$ cat src/rtl/rotvic.sv
module rotvic #(
  parameter int NSRC = 64
) (
  input  logic        clk,
  input  logic        rst_n,
  input  logic        wr_en,
  input  logic        rd_en,
  input  logic [5:0]  waddr,
  input  logic [3:0]  be,
  input  logic [31:0] wdata,
  output logic [31:0] rdata,
  input  logic [63:0] src_in,
  output logic        irq_o,
  output logic        fiq_o,
  output logic [5:0]  aux_o
);
  localparam int IW = $clog2(NSRC);

  logic [7:0]      ctl [NSRC];
  logic [NSRC-1:0] s1, s2, s3, lat, pend, act, irq_vec, fiq_vec, set_v, clr_v;
  logic            irq_rot, fiq_rot;
  logic [IW-1:0]   irq_last, fiq_last;
  logic [IW:0]     irq_pick, fiq_pick;
  logic [31:0]     rd_mux;
  logic [5:0]      cbase;

  function automatic logic [IW:0] pick(input logic [NSRC-1:0] v, input logic [IW-1:0] start);
    logic [NSRC-1:0] d;
    logic [IW:0]     r;
    d = NSRC'({v, v} >> start);
    r = '0;
    for (int i = NSRC - 1; i >= 0; i--)
      if (d[i]) r = {1'b1, IW'(i) + start};
    return r;
  endfunction

  always_ff @(posedge clk) begin
    if (!rst_n) begin
      s1 <= '0; s2 <= '0; s3 <= '0;
    end else begin
      s1 <= src_in; s2 <= s1; s3 <= s2;
    end
  end

  always_comb begin
    aux_o = '0;
    for (int i = 0; i < NSRC; i++) begin
      pend[i]    = (ctl[i][6:5] == 2'b00) ? s2[i] : lat[i];
      act[i]     = pend[i] & ctl[i][3];
      irq_vec[i] = act[i] && ctl[i][2:0] == 3'd0;
      fiq_vec[i] = act[i] && ctl[i][2:0] == 3'd1;
      if (act[i] && ctl[i][2:0] >= 3'd2) aux_o[3'(ctl[i][2:0] - 3'd2)] = 1'b1;
      set_v[i] = (ctl[i][5] & s2[i] & ~s3[i]) | (ctl[i][6] & ~s2[i] & s3[i]);
      clr_v[i] = wr_en && waddr == 6'(32 + i / 32) && be[(i % 32) / 8] && wdata[i % 32];
    end
  end

  assign irq_o    = |irq_vec;
  assign fiq_o    = |fiq_vec;
  assign irq_pick = pick(irq_vec, irq_rot ? irq_last + 1'b1 : '0);
  assign fiq_pick = pick(fiq_vec, fiq_rot ? fiq_last + 1'b1 : '0);

  always_ff @(posedge clk) begin
    if (!rst_n) lat <= '0;
    else        lat <= set_v | (lat & ~clr_v);
  end

  always_ff @(posedge clk) begin
    if (!rst_n) begin
      for (int i = 0; i < NSRC; i++) ctl[i] <= '0;
    end else if (wr_en && waddr[5:4] == 2'b01) begin
      for (int b = 0; b < 4; b++)
        if (be[b]) ctl[{waddr[3:0], 2'(b)}] <= wdata[8*b +: 8];
    end
  end

  always_ff @(posedge clk) begin
    if (!rst_n) begin
      irq_rot <= 1'b0; irq_last <= '0;
      fiq_rot <= 1'b0; fiq_last <= '0;
    end else begin
      if (wr_en && waddr == 6'd8 && be[0]) begin
        irq_rot <= wdata[6]; irq_last <= wdata[IW-1:0];
      end else if (rd_en && waddr == 6'd8 && irq_rot && irq_pick[IW]) begin
        irq_last <= irq_pick[IW-1:0];
      end
      if (wr_en && waddr == 6'd9 && be[0]) begin
        fiq_rot <= wdata[6]; fiq_last <= wdata[IW-1:0];
      end else if (rd_en && waddr == 6'd9 && fiq_rot && fiq_pick[IW]) begin
        fiq_last <= fiq_pick[IW-1:0];
      end
    end
  end

  assign cbase = {waddr[3:0], 2'b00};

  always_comb begin
    if (waddr[5:4] == 2'b01)
      rd_mux = {ctl[cbase + 6'd3], ctl[cbase + 6'd2], ctl[cbase + 6'd1], ctl[cbase]};
    else begin
      case (waddr)
        6'd8:    rd_mux = {24'd0, irq_pick[IW], irq_rot, irq_pick[IW-1:0]};
        6'd9:    rd_mux = {24'd0, fiq_pick[IW], fiq_rot, fiq_pick[IW-1:0]};
        6'd32:   rd_mux = pend[31:0];
        6'd33:   rd_mux = pend[63:32];
        default: rd_mux = '0;
      endcase
    end
  end

  always_ff @(posedge clk) begin
    if (!rst_n)     rdata <= '0;
    else if (rd_en) rdata <= rd_mux;
  end
endmodule


$ cat config.mk
export PLATFORM = sky130hd
export DESIGN_NAME = rotvic
export DESIGN_NICKNAME = d
export VERILOG_FILES = /design/src/rtl/rotvic.sv
export SDC_FILE = /design/constraint.sdc
export NUM_CORES = 2
export LEC_CHECK = 0
export BUFFER_PORTS_ARGS = -buffer_cell sky130_fd_sc_hd__buf_4
export CORE_MARGIN = 5
export CORE_UTILIZATION = 30
export CTS_CLUSTER_DIAMETER = 200
export DETAILED_ROUTE_END_ITERATION = 16
export PLACE_DENSITY_LB_ADDON = 0.1
export REMOVE_ABC_BUFFERS = 1
export SLEW_MARGIN = 20
export SYNTH_ARGS = -nofsm -noshare
export SYNTH_HDL_FRONTEND = slang
export SYNTH_SLANG_ARGS = --single-unit
$ cat constraint.sdc
create_clock -name clk -period 7.5 [get_ports clk]
set_clock_uncertainty 0.05 [all_clocks]
set_input_delay 0.75 -clock clk [delete_from_list [all_inputs] [get_ports clk]]
set_output_delay 0.75 -clock clk [all_outputs]
set_load 0.01 [all_outputs]
==> impl_metrics.env <==
export IMPL_status="finished, final reports clean"
export IMPL_p_sw_share_pct=29.85
export IMPL_synth_edf_count=512
export IMPL_placementRows=173
export IMPL_synth_warnings=0
export IMPL_grt_usage_pct=39.69
export IMPL_cts_max_path_buffers=3
export IMPL_ys_seq_area_share_pct=31.88
export IMPL_syn_inst=7691
export IMPL_hold_start="src_in[19]"
export IMPL_critical_path_arrival_ns=7.86
export IMPL_wl_mm=486.6
export IMPL_finalSetupViolations=0
export IMPL_drt_initial_drc_count=10034
export IMPL_io_buffers=149
export IMPL_synth_distinct_cells=125
export IMPL_die_w_um=483.2
export IMPL_cp_depth=17
export IMPL_drt_vias_per_instance=6.660
export IMPL_cts_num_sinks=814
export IMPL_cp_end_kind="flip-flop"
export IMPL_crit_slowest_cell="nor4bb_1"
export IMPL_clock_latency_ns=0.78
export IMPL_cts_root_buffer="clkbuf_16"
export IMPL_cts_tree="yes"
export IMPL_worst_r2r_cell_count=17
export IMPL_drive_above_1_share_pct=16.79
export IMPL_synth_avg_cell_area_um2=8.736
export IMPL_synth_flop_cell="edfxtp_1"
export IMPL_cp_cell_sequence="nor4bb_1 -> o21ai_0 -> o22ai_1 -> o22ai_1 -> or2_2 -> mux4_2 -> mux2i_2 -> buf_4 -> a22o_1 -> nand4b_1 -> a211o_1 -> a2111o_1 -> nor2_1 -> o31ai_1 -> buf_4 -> a21oi_1 -> o221a_1"
export IMPL_gr_total_overflow=0
export IMPL_r2r_slack_ns=0.24
export IMPL_first_global_vias=68459
export IMPL_leakagePower_nw=27.15
export IMPL_antenna_found_initial=40
export IMPL_p_seq_share_pct=45.9
export IMPL_dpl_cell_count=10853
export IMPL_area_delta_synth_final_pct=15.76
export IMPL_io_pin_count=150
export IMPL_initial_utilization_pct=30.19
export IMPL_syn_area_um2=67190
export IMPL_period_needed_ns=7.260
export IMPL_combPwrFrac_pct=13.8
export IMPL_r2r_end="rdata[4]$_SDFFE_PN0P_"
export IMPL_fp_dieH_um=483.2
export IMPL_timing_rr_start="ctl[18][6]$_SDFFCE_PN0P_"
export IMPL_synth_seq_cells=814
export IMPL_drv_cap=0
export IMPL_max_stage_delay_ns=0.93
export IMPL_fin_nets=8116
export IMPL_post_route_drc_count=0
export IMPL_path_clk_slew_ns=0.06
export IMPL_finalHoldViolations=0
export IMPL_rsz0062_at_grt="false"
export IMPL_first_pass_iters=6
export IMPL_most_common_layout_cells="and2_1, buf_4, nand2_1, nor2_1, edfxtp_1"
export IMPL_finalNonFillerCells=11044
export IMPL_maxSlewHeadroom_pct=16.14
export IMPL_cp_max_fo=12
export IMPL_num_vias=73554
export IMPL_clockPowerShare_pct=40.2
export IMPL_routedWlPerCell_um=44.06
export IMPL_p_per_area_nw_per_um2=147.9
export IMPL_hp_class="input port to flip-flop"
export IMPL_synthArstFlopShare_pct=0
export IMPL_max_freq_mhz=137.7
export IMPL_layout_commonest_cell="and2_1"
export IMPL_post_cts_setup_buffers=0
export IMPL_critPathBufInv=2
export IMPL_dieArea_um2=233500
export IMPL_switchingPower_mw=3.434
export IMPL_p_int_mw=8.070
export IMPL_required_ns=8.10
export IMPL_fin_crit_sh_pct=96.80
export IMPL_ant_nets=0
export IMPL_finalPower_mw=11.50
export IMPL_dp_hpwl_mm=392.7
export IMPL_grt_max_degree=100
export IMPL_tightest_slew_ns=1.250
export IMPL_grt_pass1_wl_mm=640.6
export IMPL_crit_family="compound AO/OA/AOI/OAI gates"
export IMPL_htree_levels=3
export IMPL_gp_congestion=1.124
export IMPL_ir_drop_uv=182.4
export IMPL_holdPathStages=2
export IMPL_start_kind="flip-flop"
export IMPL_critPathKind="flip-flop to flip-flop"
export IMPL_slew_viol_final=0
export IMPL_core_area_um2=222500
export IMPL_cts_buffers=93
export IMPL_min_to="s1[19]$_SDFF_PN0_"
## power groups by stage
| stage | Clock, mW | Combinational, mW | Sequential (mW) |
|---|---|---|---|
| after floorplan | 0 | 0.629 | 5.24 |
| after CTS | 4.72 | 1.56 | 5.27 |
| after global placement | 0 | 1.55 | 5.36 |
| final | 4.63 | 1.59 | 5.29 |
| after global routing | 4.90 | 1.62 | 5.30 |
| after detailed placement | 0 | 1.55 | 5.36 |
## metal layers
| metal | vias up | wire length (um) | track usage (%) |
|---|---|---|---|
| met4 | 16 | 43860 | 28.84 |
| li1 | 30678 | - | - |
| met2 | 4455 | 211100 | 60.51 |
| met3 | 1194 | 40940 | 8.438 |
| met5 | - | 150 | 0 |
| met1 | 37211 | 190500 | 49.59 |
## synth_stat cells (all sizes together), types with 84 or more instances
cell type	count	area, um2
o21ai	351	1757
o22ai	130	813.3
nand4	85	531.8
nand3	254	1271
inv	106	397.9
and2	764	4780
a221oi	84	765.7
edfxtp	512	15370
a211oi	255	1969
nor2	590	2233
xnor2	101	884.6
a21oi	415	2100
clkbuf	345	1296
a2111oi	106	1336
nand2	694	2610
nor3	272	1376
mux2i	121	1244
dfxtp	302	6046
mux4	193	4347
buf	182	959.7
a31oi	127	794.5
o211ai	222	1672
## sequential cells by signal (all words and copies together) (netlist names)
| register | flops |
|---|---|
| lat | 64 |
| fiq_last | 6 |
| s3 | 64 |
| rdata | 32 |
| ctl | 512 |
| s2 | 64 |
| s1 | 64 |
| irq_last | 6 |
| irq_rot | 1 |
| fiq_rot | 1 |
## per-stage QoR
| step | setup WS [ns] | instance area (um2) | hold WS, ns | TNS, ns | utilization (%) |
|---|---|---|---|---|---|
| 6_report | 0.2401 | 77780 | 0.1388 | 0 | 34.95 |
| 5_1_grt | 0.08673 | 77740 | 0.1138 | 0 | 34.94 |
| 4_1_cts | 0.2625 | 77730 | 0.08959 | 0 | 34.93 |
| 3_5_place_dp | 0.2845 | 74670 | 0.3669 | 0 | 33.56 |
| 3_3_place_gp | 0.1113 | 74610 | 0.3637 | 0 | 33.53 |
| 2_1_floorplan | -5.155 | 64930 | 0.3618 | -62.67 | - |
## layout make-up
| cell class | count | area [um2] |
|---|---|---|
| Tap cell | 2975 | 3722 |
| Sequential cell | 814 | 21420 |
| Clock inverter | 42 | 434.2 |
| Fill cell | 23376 | 144700 |
| Inverter | 107 | 409.1 |
| Clock buffer | 133 | 2620 |
| Multi-Input combinational cell | 6243 | 43590 |
| Antenna cell | 16 | 40.04 |
| Timing Repair Buffer | 714 | 5542 |
## worst max path at each step
stage	start	to	slack, ns
3_3_place_gp	irq_last[0]$_SDFFE_PN0P_	irq_last[2]$_SDFFE_PN0P_	0.11
5_1_grt	irq_last[0]$_SDFFE_PN0P_	rdata[1]$_SDFFE_PN0P_	0.09
4_1_cts	irq_last[0]$_SDFFE_PN0P_	rdata[1]$_SDFFE_PN0P_	0.26
2_1_floorplan	fiq_last[0]$_SDFFE_PN0P_	rdata[1]$_SDFFE_PN0P_	-5.15
3_5_place_dp	irq_last[0]$_SDFFE_PN0P_	rdata[1]$_SDFFE_PN0P_	0.28
6_report	ctl[18][6]$_SDFFCE_PN0P_	rdata[4]$_SDFFE_PN0P_	0.24
## timing repair
action / in CTS / in global routing
hold buffers: 0 / 0
resized for setup: 0 / 1
endpoints found under the setup margin: 0 / 2
endpoints found under the hold margin: 0 / 0
## cell families (layout without fill, tap and decap cells)
group / Yosys count / after routing / synth area share, %
AOI/OAI and AO/OA: 2469 / 2469 / 26.82
adders and majority gates: 33 / 33 / 0.6145
and+or+nand+nor: 3273 / 3273 / 26.21
buffers and inverters: 634 / 996 / 3.955
other: 0 / 16 / 0
xor gates and xnor gates: 107 / 107 / 1.406
DFF: 814 / 814 / 31.88
muxes: 361 / 361 / 9.108
(Power assumes the default switching activity.)
